===== config.mk =====
export PLATFORM = sky130hd
export DESIGN_NAME = imm_operand_gen
export DESIGN_NICKNAME = d
export VERILOG_FILES = /design/src/rtl/imm_gen_pkg.sv /design/src/rtl/imm_form_classify.sv /design/src/rtl/imm_field_build.sv /design/src/rtl/imm_select.sv /design/src/rtl/imm_shift_decode.sv /design/src/rtl/imm_operand_gen.sv
export SDC_FILE = /design/constraint.sdc
export NUM_CORES = 1
export LEC_CHECK = 0
export ABC_AREA = 1
export BUFFER_PORTS_ARGS = -buffer_cell sky130_fd_sc_hd__buf_2
export CELL_PAD_IN_SITES_DETAIL_PLACEMENT = 1
export CELL_PAD_IN_SITES_GLOBAL_PLACEMENT = 1
export CORE_UTILIZATION = 19
export DETAILED_ROUTE_END_ITERATION = 7
export GPL_TIMING_DRIVEN = 0
export PLACE_DENSITY_LB_ADDON = 0.05
export SYNTH_ARGS = -nofsm -noshare
export SYNTH_HDL_FRONTEND = slang
export SYNTH_SLANG_ARGS = --single-unit

===== constraint.sdc =====
create_clock -name vclk -period 1.65
set_input_delay 0.2475 -clock vclk [all_inputs]
set_output_delay 0.2475 -clock vclk [all_outputs]
set_load 0.005 [all_outputs]

===== src/rtl/imm_gen_pkg.sv =====
package imm_gen_pkg;

  localparam int ILEN      = 32;
  localparam int OPC_W     = 7;
  localparam int SHAMT_W   = 5;
  localparam int FUNCT3_W  = 3;

  localparam logic [OPC_W-1:0] OPC_OP_IMM = 7'b0010011;
  localparam logic [OPC_W-1:0] OPC_LOAD   = 7'b0000011;
  localparam logic [OPC_W-1:0] OPC_JALR   = 7'b1100111;
  localparam logic [OPC_W-1:0] OPC_STORE  = 7'b0100011;
  localparam logic [OPC_W-1:0] OPC_BRANCH = 7'b1100011;
  localparam logic [OPC_W-1:0] OPC_LUI    = 7'b0110111;
  localparam logic [OPC_W-1:0] OPC_AUIPC  = 7'b0010111;
  localparam logic [OPC_W-1:0] OPC_JAL    = 7'b1101111;

  localparam logic [FUNCT3_W-1:0] F3_SHL = 3'b001;
  localparam logic [FUNCT3_W-1:0] F3_SHR = 3'b101;

  typedef enum logic [2:0] {
    FORM_NONE = 3'd0,
    FORM_I    = 3'd1,
    FORM_S    = 3'd2,
    FORM_B    = 3'd3,
    FORM_U    = 3'd4,
    FORM_J    = 3'd5
  } imm_form_t;

  localparam int N_FORMS = 6;

  function automatic logic [ILEN-1:0] imm_i_of(logic [ILEN-1:7] w);
    return {{20{w[31]}}, w[31:20]};
  endfunction

  function automatic logic [ILEN-1:0] imm_s_of(logic [ILEN-1:7] w);
    return {{20{w[31]}}, w[31:25], w[11:7]};
  endfunction

  function automatic logic [ILEN-1:0] imm_b_of(logic [ILEN-1:7] w);
    return {{19{w[31]}}, w[31], w[7], w[30:25], w[11:8], 1'b0};
  endfunction

  function automatic logic [ILEN-1:0] imm_u_of(logic [ILEN-1:7] w);
    return {w[31:12], 12'b0};
  endfunction

  function automatic logic [ILEN-1:0] imm_j_of(logic [ILEN-1:7] w);
    return {{11{w[31]}}, w[31], w[19:12], w[20], w[30:21], 1'b0};
  endfunction

  function automatic logic [ILEN-1:0] build_imm(imm_form_t f, logic [ILEN-1:7] w);
    logic [ILEN-1:0] r;
    case (f)
      FORM_I:  r = imm_i_of(w);
      FORM_S:  r = imm_s_of(w);
      FORM_B:  r = imm_b_of(w);
      FORM_U:  r = imm_u_of(w);
      FORM_J:  r = imm_j_of(w);
      default: r = '0;
    endcase
    return r;
  endfunction

endpackage


===== src/rtl/imm_form_classify.sv =====
module imm_form_classify
  import imm_gen_pkg::*;
(
  input  logic [OPC_W-1:0] opcode_i,
  output imm_form_t        form_o,
  output logic             none_o
);

  always_comb begin
    none_o = 1'b0;
    case (opcode_i)
      OPC_OP_IMM, OPC_LOAD, OPC_JALR: form_o = FORM_I;
      OPC_STORE:                      form_o = FORM_S;
      OPC_BRANCH:                     form_o = FORM_B;
      OPC_LUI, OPC_AUIPC:             form_o = FORM_U;
      OPC_JAL:                        form_o = FORM_J;
      default: begin
        form_o = FORM_NONE;
        none_o = 1'b1;
      end
    endcase
  end

endmodule


===== src/rtl/imm_field_build.sv =====
module imm_field_build
  import imm_gen_pkg::*;
(
  input  logic [ILEN-1:7]                 fields_i,
  output logic [N_FORMS-1:0][ILEN-1:0]    cand_o
);

  for (genvar gi = 0; gi < N_FORMS; gi++) begin : g_form
    assign cand_o[gi] = build_imm(imm_form_t'(gi), fields_i);
  end

endmodule


===== src/rtl/imm_select.sv =====
module imm_select
  import imm_gen_pkg::*;
#(
  parameter int XLEN = 32
) (
  input  logic [N_FORMS-1:0][ILEN-1:0] cand_i,
  input  imm_form_t                    form_i,
  output logic [XLEN-1:0]              imm_o
);

  localparam int EXT_W = XLEN - ILEN;

  logic [ILEN-1:0] picked;

  always_comb begin
    picked = '0;
    for (int k = 0; k < N_FORMS; k++) begin
      if (form_i == imm_form_t'(k)) picked = picked | cand_i[k];
    end
  end

  if (EXT_W > 0) begin : g_wide
    assign imm_o = {{EXT_W{picked[ILEN-1]}}, picked};
  end else begin : g_native
    assign imm_o = picked;
  end

endmodule


===== src/rtl/imm_shift_decode.sv =====
module imm_shift_decode
  import imm_gen_pkg::*;
(
  input  logic [OPC_W-1:0]    opcode_i,
  input  logic [FUNCT3_W-1:0] funct3_i,
  input  logic                arith_bit_i,
  input  logic [SHAMT_W-1:0]  count_field_i,
  output logic [SHAMT_W-1:0]  shamt_o,
  output logic                arith_o
);

  logic is_op_imm;
  logic is_shl;
  logic is_shr;

  assign is_op_imm = (opcode_i == OPC_OP_IMM);
  assign is_shl    = is_op_imm && (funct3_i == F3_SHL);
  assign is_shr    = is_op_imm && (funct3_i == F3_SHR);

  assign shamt_o = (is_shl || is_shr) ? count_field_i : '0;
  assign arith_o = is_shr && arith_bit_i;

endmodule


===== src/rtl/imm_operand_gen.sv =====
module imm_operand_gen
  import imm_gen_pkg::*;
#(
  parameter int XLEN = 32
) (
  input  logic [31:0]      instr_i,
  output logic [XLEN-1:0]  imm_o,
  output logic             no_imm_o,
  output logic [4:0]       shamt_o,
  output logic             shift_arith_o
);

  imm_form_t                   sel_form;
  logic [N_FORMS-1:0][ILEN-1:0] cand;

  imm_form_classify u_classify (
    .opcode_i (instr_i[OPC_W-1:0]),
    .form_o   (sel_form),
    .none_o   (no_imm_o)
  );

  imm_field_build u_build (
    .fields_i (instr_i[ILEN-1:7]),
    .cand_o   (cand)
  );

  imm_select #(.XLEN(XLEN)) u_select (
    .cand_i (cand),
    .form_i (sel_form),
    .imm_o  (imm_o)
  );

  imm_shift_decode u_shift (
    .opcode_i      (instr_i[OPC_W-1:0]),
    .funct3_i      (instr_i[14:12]),
    .arith_bit_i   (instr_i[30]),
    .count_field_i (instr_i[24:20]),
    .shamt_o       (shamt_o),
    .arith_o       (shift_arith_o)
  );

endmodule


-- Yosys cells after proc, flatten, opt, wreduce, memory -nomap -nowiden
Cells that the tools add are included.
- bits in registers: 0
- bits of input ports: 32
- output and inout bits: 39
- word-level logic and storage cells: 34
- equal/unequal tests: 15
- mux-type cells: 8
- bitwise gates (word level): 4
- reductions and logical operators: 7
- operator list (cell ; count):
    two-way mux 32 bit ; 5
    OR 32 bit ; 4
    equality test 7 bit, second input constant ; 3
    one-hot mux 3 bit (5 select lines) ; 1
    equality test 7 x 5 -> 1 bit, second input constant ; 2
    equality test 7 x 6 -> 1 bit, second input constant ; 2
    equality test 3 bit, second input constant ; 3
    OR reduction 8 bit ; 1
    equality test 7 x 2 -> 1 bit, second input constant ; 1
    equality test 3 x 1 -> 1 bit, second input constant ; 2
    equality test 3 x 2 -> 1 bit, second input constant ; 2
    two-way mux 5 bit ; 1
    logical AND 1 bit ; 3
    OR reduction 3 bit ; 1
    OR reduction 2 bit ; 1
    logical OR 1 bit ; 1
    two-way mux 1 bit ; 1

-- Longest topological paths before layout
Gate-level depths: netlist of run 1.
- word-level depth: 13
- depth in mapped cells: 8
- mapped depth without buffers: 7

-- Cells and area by module
From an unflattened synthesis of run 1, not the netlist that was laid out.
- cell total of the unflattened synthesis: 648
- area, all modules: 3597.2 um^2
- modules (own cells, without submodules) (module ; times used ; cells an instance ; area an instance (um^2) ; seq. area each (um^2)):
    imm_select ; 1 ; 400 ; 1844.3 ; 0.0
    imm_field_build ; 1 ; 193 ; 1445.1 ; 0.0
    imm_form_classify ; 1 ; 35 ; 155.1 ; 0.0
    imm_shift_decode ; 1 ; 20 ; 152.6 ; 0.0

-- Worst setup path after synthesis of run 1
No wires, ideal clock.
- kind: input-to-output
- from: in instr_i[1]
- to: out imm_o[27]
- arrival time: 0.995 ns
- required time: 1.402 ns
- setup slack: 0.407 ns
- stages on the path: 7
- path buffers: 1
- path through: nand2_1 inv_1 nand3_1 nand3_2 nand2_4 buf_6 nand3_1
- cells in the longest elaborated chain, start to end: 13
- elaborated cells between the ends (all ways): 25
- those cells by class: 13 x eq/ne; 6 x mux; 4 x bitwise; 2 x reduce/logical
- RTL lines (what ; RTL line ; RTL):
    start, declared ; imm_operand_gen.sv:6 ; input logic [31:0] instr_i,
    equality test 7 x 2 -> 1 bit (tied with other cells) ; imm_form_classify.sv:11 ; case (opcode_i)
    OR reduction 3 bit or OR reduction 2 bit (tied branches) ; imm_form_classify.sv:11 ;
    one-hot mux 3 bit (5 select lines) (*) ; imm_form_classify.sv:11 ;
    equality test 3 x 1 -> 1 bit ; imm_select.sv:18 ; if (form_i == imm_form_t'(k)) picked = picked | cand_i[k];
    two-way mux 32 bit ; imm_select.sv:18 ;
    OR 32 bit ; imm_select.sv:18 ;
    two-way mux 32 bit ; imm_select.sv:18 ;
    OR 32 bit ; imm_select.sv:18 ;
    two-way mux 32 bit ; imm_select.sv:18 ;
    OR 32 bit ; imm_select.sv:18 ;
    two-way mux 32 bit ; imm_select.sv:18 ;
    OR 32 bit ; imm_select.sv:18 ;
    two-way mux 32 bit (*) ; imm_select.sv:18 ;
    end, declared ; imm_operand_gen.sv:7 ; output logic [XLEN-1:0] imm_o,
Mark *: on every way between the ends. The rest lies on a longest branch, timed or not.

-- Worst setup path in the final report of run 1
- from: in instr_i[1]
- to: out imm_o[29]
Same word-level chain as after synthesis.

==> impl_metrics.ini, run 1 <==
[run_status]
status = complete, no violations

[route]
dr.pass1.iters = 4
drc = 0
ant_nets = 0
wl_mm = 2.28
vias_per_cell = 4.38
drt_iter0_drc = 27
routedWlPerCell_um = 9.96
vias = 1004

[global_route]
antenna_found_initial = 0
grt_remaining_overflow = 0
grt_usage_pct = 13.4
grt_pass1_wl_mm = 3.67
grt_max_degree = 11
grt_pass1_vias = 937

[timing]
setup_viol = 0
maxSlewViolCount = 0
finalSetupTns_ns = 0
fin_ws_ns = 0.0874
worstMarginPinSlew_ns = 0.304
post-route-min-period_ns = 1.56
hold_viol = 0
slew_headroom_pct = 79.7
holdWs_ns = 0.758
max_freq_mhz = 640
fin_crit_sh_pct = 94.7
rsz0062_at_grt = yes

[synthesis]
seq_area_frac_synth_pct = 0
synth_nets = 159
netlist.top_cell.by_area = nand3_1
netlist_area_sq_um = 562
yosys.cell_types.count = 15
synth_commonest_cells = nand2_1 (37), nand3_1 (29), inv_1 (23)
synth_top_area_share_pct = 25.8
yosysMostFrequentCell = nand2_1
avgSynthCellArea_sq_um = 4.42
synth_area_leaders = nand3_1 (26%), nand2_1 (25%), inv_1 (15%), nor2_1 (13%), nand2_2 (3.3%)
ys.warnings.count = 0
synthCells = 127

[setup_path]
crit_path_max_fanout = 10
path_class = in -> out
worst_ep_arrival_time_ns = 1.32
end_kind = output port
start_kind = input pin
critical_path_required_ns = 1.40

[die]
die_width_um = 56.4
start_util_pct = 20.2
rows = 19
dieArea_sq_um = 3180
die_h_um = 56.4
io_pins = 71
coreArea_sq_um = 2780

[layout]
design_area_sq_um = 983
layout-drive-gt1-share_pct = 43.9
diodes = 0
final-seq-area_sq_um = 0
clkbuf_count = 0
syn2layout_area_growth_pct = 75.1
nets = 232
fin_util_pct = 35.4
design.seq.count = 0
nFillCells = 434

[cts]
postCtsSetupRepairBufs = 0

[placement]
dpl-instance-area_sq_um = 956
place_ws_ns = 0.0156
port_buffers = 71
place.gp.congestion = 0.771
place_hpwl_mm = 2.00

[power_and_ir_drop]
leakagePower_uw = 0.000781
max-vdd-ir-drop_mv = 0.0576
p_per_area_nw_per_um2 = 126

[hold_path]
hold_path_depth = 4
hp-start = instr_i[10]
whs_endpoint = imm_o[3]
holdCritPathClass = in -> out

[run]
cap_violations = 0
worst max-delay path, cell delays in order:
cell and delay (ns):
buf_2 0.10, nand2_2 0.12, inv_1 0.08, nand3_1 0.17, nand3_4 0.12, nand2_4 0.13
buf_6 0.15, nand3_1 0.07, buf_2 0.13
worst max-delay path by stage:
stage	startpoint	to	slack [ns]	depth (start not counted)
4_1_cts	instr_i[1]	imm_o[29]	0.02	9
3_5_place_dp	instr_i[1]	imm_o[29]	0.02	9
2_1_floorplan	instr_i[1]	imm_o[27]	0.41	7
5_1_grt	instr_i[2]	imm_o[28]	-0.01	8
3_3_place_gp	instr_i[1]	imm_o[27]	0.07	9
6_report	instr_i[1]	imm_o[29]	0.09	9
report_power, final:
| group | leakage [uW] | internal (uW) | switching, uW | total, uW |
|---|---|---|---|---|
| Sequential | 0 | 0 | 0 | 0 |
| Clock | 0 | 0 | 0 | 0 |
| Combinational | 0.000781 | 55.2 | 69.1 | 124 |
| Total | 0.000781 | 55.2 | 69.1 | 124 |
final cells by class:
type	instances	area, sq um	share of cell area [%]
Multi-Input combinational cell	99	473	48.1
Inverter	24	90.1	9.16
Buffer	4	26.3	2.67
Timing Repair Buffer	71	355	36.1
Tap cell	31	38.8	3.94
per-stage QoR:
step / total power [uW] / instances
2_1_floorplan: 48.6 / 127
3_3_place_gp: 119 / 229
4_1_cts: 122 / 229
6_report: 124 / 229
3_5_place_dp: 122 / 229
5_1_grt: 141 / 229
layer usage:
layer / up-vias / routed length (um) / track usage (%) / share of wire [%]
met2: 43 / 1060 / 25.3 / 47
met5: - / 0 / 0 / 0
met1: 427 / 1020 / 16.5 / 45
li1: 534 / - / - / -
met4: 0 / 0 / 0 / 0
met3: 0 / 201 / 2.53 / 8.8
cell families (layout without fill, tap and decap cells):
logic type | count (synthesis) | count (layout) | share of synthesized area (%)
simple gates | 96 | 96 | 77.1
buf+inv | 28 | 99 | 20.3
compound gates | 3 | 3 | 2.67
cells in the final DEF (no fill, tap or decap):
| master | Yosys | routed |
|---|---|---|
| o21ai_0 | 3 | 3 |
| nand2_4 | 1 | 1 |
| nand3_1 | 29 | 27 |
| nand3_2 | 1 | 2 |
| inv_2 | 1 | 1 |
| nor3_1 | 2 | 2 |
| inv_1 | 23 | 23 |
| nor2_2 | 2 | 1 |
| nor2_4 | 1 | 2 |
| buf_6 | 1 | 1 |
| buf_2 | 1 | 72 |
| nand2_1 | 37 | 36 |
| nor2_1 | 20 | 20 |
| nand3_4 | 0 | 1 |
| nand2_2 | 3 | 4 |
| clkbuf_2 | 0 | 2 |
what timing repair did:
item                                    CTS  global route
hold buffers                              0             0
endpoints found under the setup margin    0            23
resized for setup                         0             9
Power figures use the tool's default switching activity.
==> run 2, diff against run 1 <==
Settings changed: RECOVER_POWER from default to 100.
==> run 2 against run 1 <==
Compared with the run above: count of clock-buffer cells in the layout unchanged; first-iteration DRC count unchanged; routed wire length shrank 0.39%; combinational power about the same; critical endpoint is now imm_o[26]; non-clock buffer count did not move; worst setup slack got worse by 0.0050 ns; cell area fell by 0.89%; global-route usage did not move; sequential share of layout area unchanged; via count about the same.
==> impl_metrics.ini, run 2 (synthesis gave the netlist of run 1 again) <==
[run_status]
status = complete, no violations

[timing]
slew_headroom_pct = 79.7
max_freq_mhz = 638
fin_crit_sh_pct = 95.0
hold_viol = 0
worstMarginPinSlew_ns = 0.304
setup_viol = 0
post-route-min-period_ns = 1.57
rsz0062_at_grt = yes
maxSlewViolCount = 0

[route]
vias_per_cell = 4.38
routedWlPerCell_um = 9.92
vias = 1003
ant_nets = 0
dr.pass1.iters = 4
wl_mm = 2.27
drt_iter0_drc = 27
drc = 0

[global_route]
grt_usage_pct = 13.4
grt_pass1_vias = 937
grt_max_degree = 11
antenna_found_initial = 0
grt_pass1_wl_mm = 3.67
grt_remaining_overflow = 0

[placement]
dpl-instance-area_sq_um = 956
place.gp.congestion = 0.771
place_hpwl_mm = 2.00
port_buffers = 71

[layout]
final-seq-area_sq_um = 0
design.seq.count = 0
fin_util_pct = 35.0
diodes = 0
syn2layout_area_growth_pct = 73.5
nets = 232
design_area_sq_um = 975
final_common_cell = buf_2
final_cell_mix = buf_2 (59), nand2_1 (36), nand3_1 (27), inv_1 (24), nor2_1 (20)
clkbuf_count = 0
layout-drive-gt1-share_pct = 39.9

[setup_path]
start_kind = input pin
end_kind = output port
critical_path_required_ns = 1.40
path_class = in -> out
crit_path_max_fanout = 10
worst_ep_arrival_time_ns = 1.32

[die]
io_pins = 71
die_h_um = 56.4
die_width_um = 56.4
start_util_pct = 20.2
dieArea_sq_um = 3180
rows = 19
coreArea_sq_um = 2780

[power_and_ir_drop]
max-vdd-ir-drop_mv = 0.0576
p_per_area_nw_per_um2 = 127
leakagePower_uw = 0.000747

[hold_path]
whs_endpoint = imm_o[3]
holdCritPathClass = in -> out
hp-start = instr_i[10]
hold_path_depth = 4

[cts]
postCtsHoldBufs = 0

[run]
cap_violations = 0
==> run 2: changes by cell type in the layout (fill, tap and decap cells not counted) <==
cell	change
clkbuf_1	+7
inv_2	-1
inv_1	+1
clkbuf_2	+6
buf_2	-13
==> run 2: area by class of cell <==
type,instances,area (sq um)
fill,438,1810
multi-input combinational,99,473
timing repair buffer,71,347
inverter,24,90.1
tap,31,38.8
buffer,4,26.3
==> run 2: worst max path at each step <==
stage | from | to | cells after the start
2_1_floorplan | instr_i[1] | imm_o[27] | 7
3_3_place_gp | instr_i[1] | imm_o[27] | 9
3_5_place_dp | instr_i[1] | imm_o[29] | 9
4_1_cts | instr_i[1] | imm_o[29] | 9
5_1_grt | instr_i[2] | imm_o[28] | 8
6_report | instr_i[4] | imm_o[26] | 10
==> run 2: routing by layer <==
metal,vias up,share of wire (%),track usage (%)
met1,426,44,16.5
met2,43,47,25.3
li1,534,-,-
met4,0,0,0
met5,-,0,0
met3,0,8.9,2.53
==> run 2: where the power goes <==
part,leakage [uW],internal (uW),switching (uW)
Clock,0,0,0
Combinational,0.000747,54.7,69.2
Sequential,0,0,0
Total,0.000747,54.7,69.2
==> run 2: timing repair <==
action | in CTS | in global routing
endpoints found under the setup margin | 0 | 23
resized for setup | 0 | 9
buffers inserted | 0 | 0
==> run 2: stage by stage <==
| stage | hold slack (ns) | setup TNS [ns] | cells | worst slack, ns | total power, uW |
|---|---|---|---|---|---|
| 4_1_cts | 0.763 | 0 | 229 | 0.0200 | 122 |
| 3_5_place_dp | 0.761 | 0 | 229 | 0.0156 | 122 |
| 5_1_grt | 0.779 | -0.0125 | 229 | -0.0125 | 141 |
| 2_1_floorplan | 0.566 | 0 | 127 | 0.407 | 48.6 |
| 3_3_place_gp | 0.755 | 0 | 229 | 0.0660 | 119 |
| 6_report | 0.758 | 0 | 229 | 0.0824 | 124 |
==> run 2: worst max-delay path, stage by stage <==
cell	delay, ns
buf_2	0.10
inv_1	0.07
nand2_1	0.10
nor2_4	0.14
nand2_2	0.10
inv_1	0.09
nand2_1	0.07
buf_2	0.18
nand3_1	0.10
buf_2	0.11
==> run 3, diff against run 2 <==
Settings changed: ABC_AREA 1 to default, CORE_UTILIZATION 19 to 21.
==> run 3 against run 2 <==
Compared with the run above: via count fell by 10%; fmax is 11% lower; the flow now finishes with violations (negative setup slack); worst hold slack about the same; first-iteration DRC count fell by 78%; worst setup slack worse by 0.20 ns; routed wire length rose by 6.2%.
==> impl_metrics.ini, run 3 <==
[placement]
dp_cells = 178
dpl-instance-area_sq_um = 917
port_buffers = 69
place.gp.congestion = 0.816
place_hpwl_mm = 1.91

[synthesis]
yosys.cell_types.count = 28
synth_nets = 113
synth_area_leaders = a21o_1 (27%), and2_1 (9.3%), and2_2 (7.0%), a22o_1 (6.5%), nand2_1 (5.6%)
ys.warnings.count = 0
synth_commonest_cells = a21o_1 (19), and2_1 (8), nand2_1 (8)
seq_area_frac_synth_pct = 0
synthCells = 81
netlist_area_sq_um = 537
avgSynthCellArea_sq_um = 6.63
netlist.top_cell.by_area = a21o_1
yosysMostFrequentCell = a21o_1
synth_top_area_share_pct = 26.6

[timing]
holdWs_ns = 0.758
max_freq_mhz = 566
maxSlewViolCount = 0
fin_ws_ns = -0.118
post-route-min-period_ns = 1.77
rsz0062_at_grt = yes
slew_headroom_pct = 71.1
setup_viol = 34
fin_crit_sh_pct = 107
worstMarginPinSlew_ns = 0.433
hold_viol = 0

[power_and_ir_drop]
power.internal_uw = 73.9
pwr-share-comb_pct = 100.0
p_per_area_nw_per_um2 = 140
max-vdd-ir-drop_mv = 0.0874
pwr-share-clk_pct = 0
switching_share_pct = 49.1
p_switching_uw = 71.2
leakagePower_uw = 0.000733
power_uw = 145
seq_power_share_pct = 0

[setup_path]
startpoint = instr_i[5]
path_class = in -> out
crit_path_end = shift_arith_o
critical_path_required_ns = 1.40
worst_ep_arrival_time_ns = 1.52
crit_path_max_fanout = 6
end_kind = output port
start_kind = input pin

[global_route]
grt_max_degree = 11
grt_pass1_wl_mm = 3.81
antenna_found_initial = 0
grt_pass1_vias = 870
grt_usage_pct = 17.7
grt_remaining_overflow = 0

[run_status]
status = finished, violations left
violations = negative setup slack

[route]
drt_iter0_drc = 6
vias = 902
vias_per_cell = 4.93
dr.pass1.iters = 2
drc = 0
routedWlPerCell_um = 13.2
ant_nets = 0
wl_mm = 2.41

[layout]
clkbuf_count = 0
syn2layout_area_growth_pct = 92.8
layout-drive-gt1-share_pct = 58.7
diodes = 0
design.seq.count = 0
layout.cells.non_filler = 183
nets = 189
final-seq-area_sq_um = 0
design_area_sq_um = 1030
final_common_cell = buf_2
final_cell_mix = buf_2 (60), a21o_1 (19), and2_1 (8), nand2_1 (7), buf_6 (6)
nFillCells = 324

[die]
dieArea_sq_um = 2760
start_util_pct = 23.2
io_pins = 71
die_width_um = 52.6
rows = 17
die_h_um = 52.6
coreArea_sq_um = 2320

[cts]
postCtsHoldBufs = 0

[hold_path]
holdCritPathClass = in -> out
hold_path_depth = 3

[run]
cap_violations = 0
run 3: cell count changes after synthesis, sizes merged, moves of 4 or more:
cell,previous run,this run
a21o,0,19
a21oi,0,6
a22o,0,4
and2,0,13
and3,0,4
inv,24,1
nand2,41,8
nand3,30,3
nor2,23,6
run 3: worst max-delay path, cell delays in order:
cell and delay [ns]:
buf_8 0.10, or4_4 0.60, nor4_4 0.15, buf_4 0.18
and3_1 0.14, buf_2 0.10
run 3: power groups by stage:
stage | registers (uW) | logic, uW | clock network, uW
after floorplan | 0 | 52.9 | 0
after global placement | 0 | 122 | 0
after detailed placement | 0 | 126 | 0
after CTS | 0 | 145 | 0
after global routing | 0 | 159 | 0
final | 0 | 145 | 0
run 3: kinds of logic (layout without fill, tap and decap cells):
| group | after synthesis | after routing | synth area share [%] |
|---|---|---|---|
| compound gates | 36 | 36 | 49.4 |
| buf+inv | 5 | 79 | 5.83 |
| simple gates | 40 | 40 | 44.8 |
run 3: how the worst min path moves through the flow:
stage / start / end / slack (ns)
after floorplan: instr_i[12] / imm_o[12] / 0.59
after global placement: instr_i[18] / imm_o[18] / 0.76
after detailed placement: instr_i[17] / imm_o[17] / 0.76
after CTS: instr_i[17] / imm_o[17] / 0.76
after global routing: instr_i[17] / imm_o[17] / 0.78
final: instr_i[19] / imm_o[19] / 0.76
run 3: routing by layer:
metal / part of all wire (%) / track usage [%] / routed length (um) / up-vias
met5: 0 / 0 / 0 / -
met4: 0 / 0 / 0 / 0
met3: 6.9 / 0.580 / 167 / 0
met2: 51 / 34.0 / 1240 / 44
met1: 42 / 22.8 / 1010 / 406
li1: - / - / - / 452
run 3: cell type report:
class,instances,area [sq um],area share [%]
Multi-Input combinational cell,76,534,51.6
Timing Repair Buffer,74,420,40.6
Inverter,1,3.75,0.363
Tap cell,28,35.0,3.39
Buffer,4,41.3,3.99
run 3: what timing repair did:
item | 4_1_cts | 5_1_grt
buffers inserted | 5 | 0
pin swaps | 9 | 0
endpoints found under the setup margin | 35 | 34
gates cloned | 0 | 0
gates resized for setup | 23 | 3
run 3: metrics by stage:
| stage | TNS (ns) | util [%] | setup WS (ns) |
|---|---|---|---|
| final | -2.36 | 44.6 | -0.118 |
| after global routing | -3.81 | 44.6 | -0.154 |
| after CTS | -2.38 | 44.7 | -0.107 |
| after detailed placement | -5.95 | 39.6 | -0.258 |
| after global placement | -5.39 | 39.6 | -0.233 |
| after floorplan | 0 | - | 0.0516 |
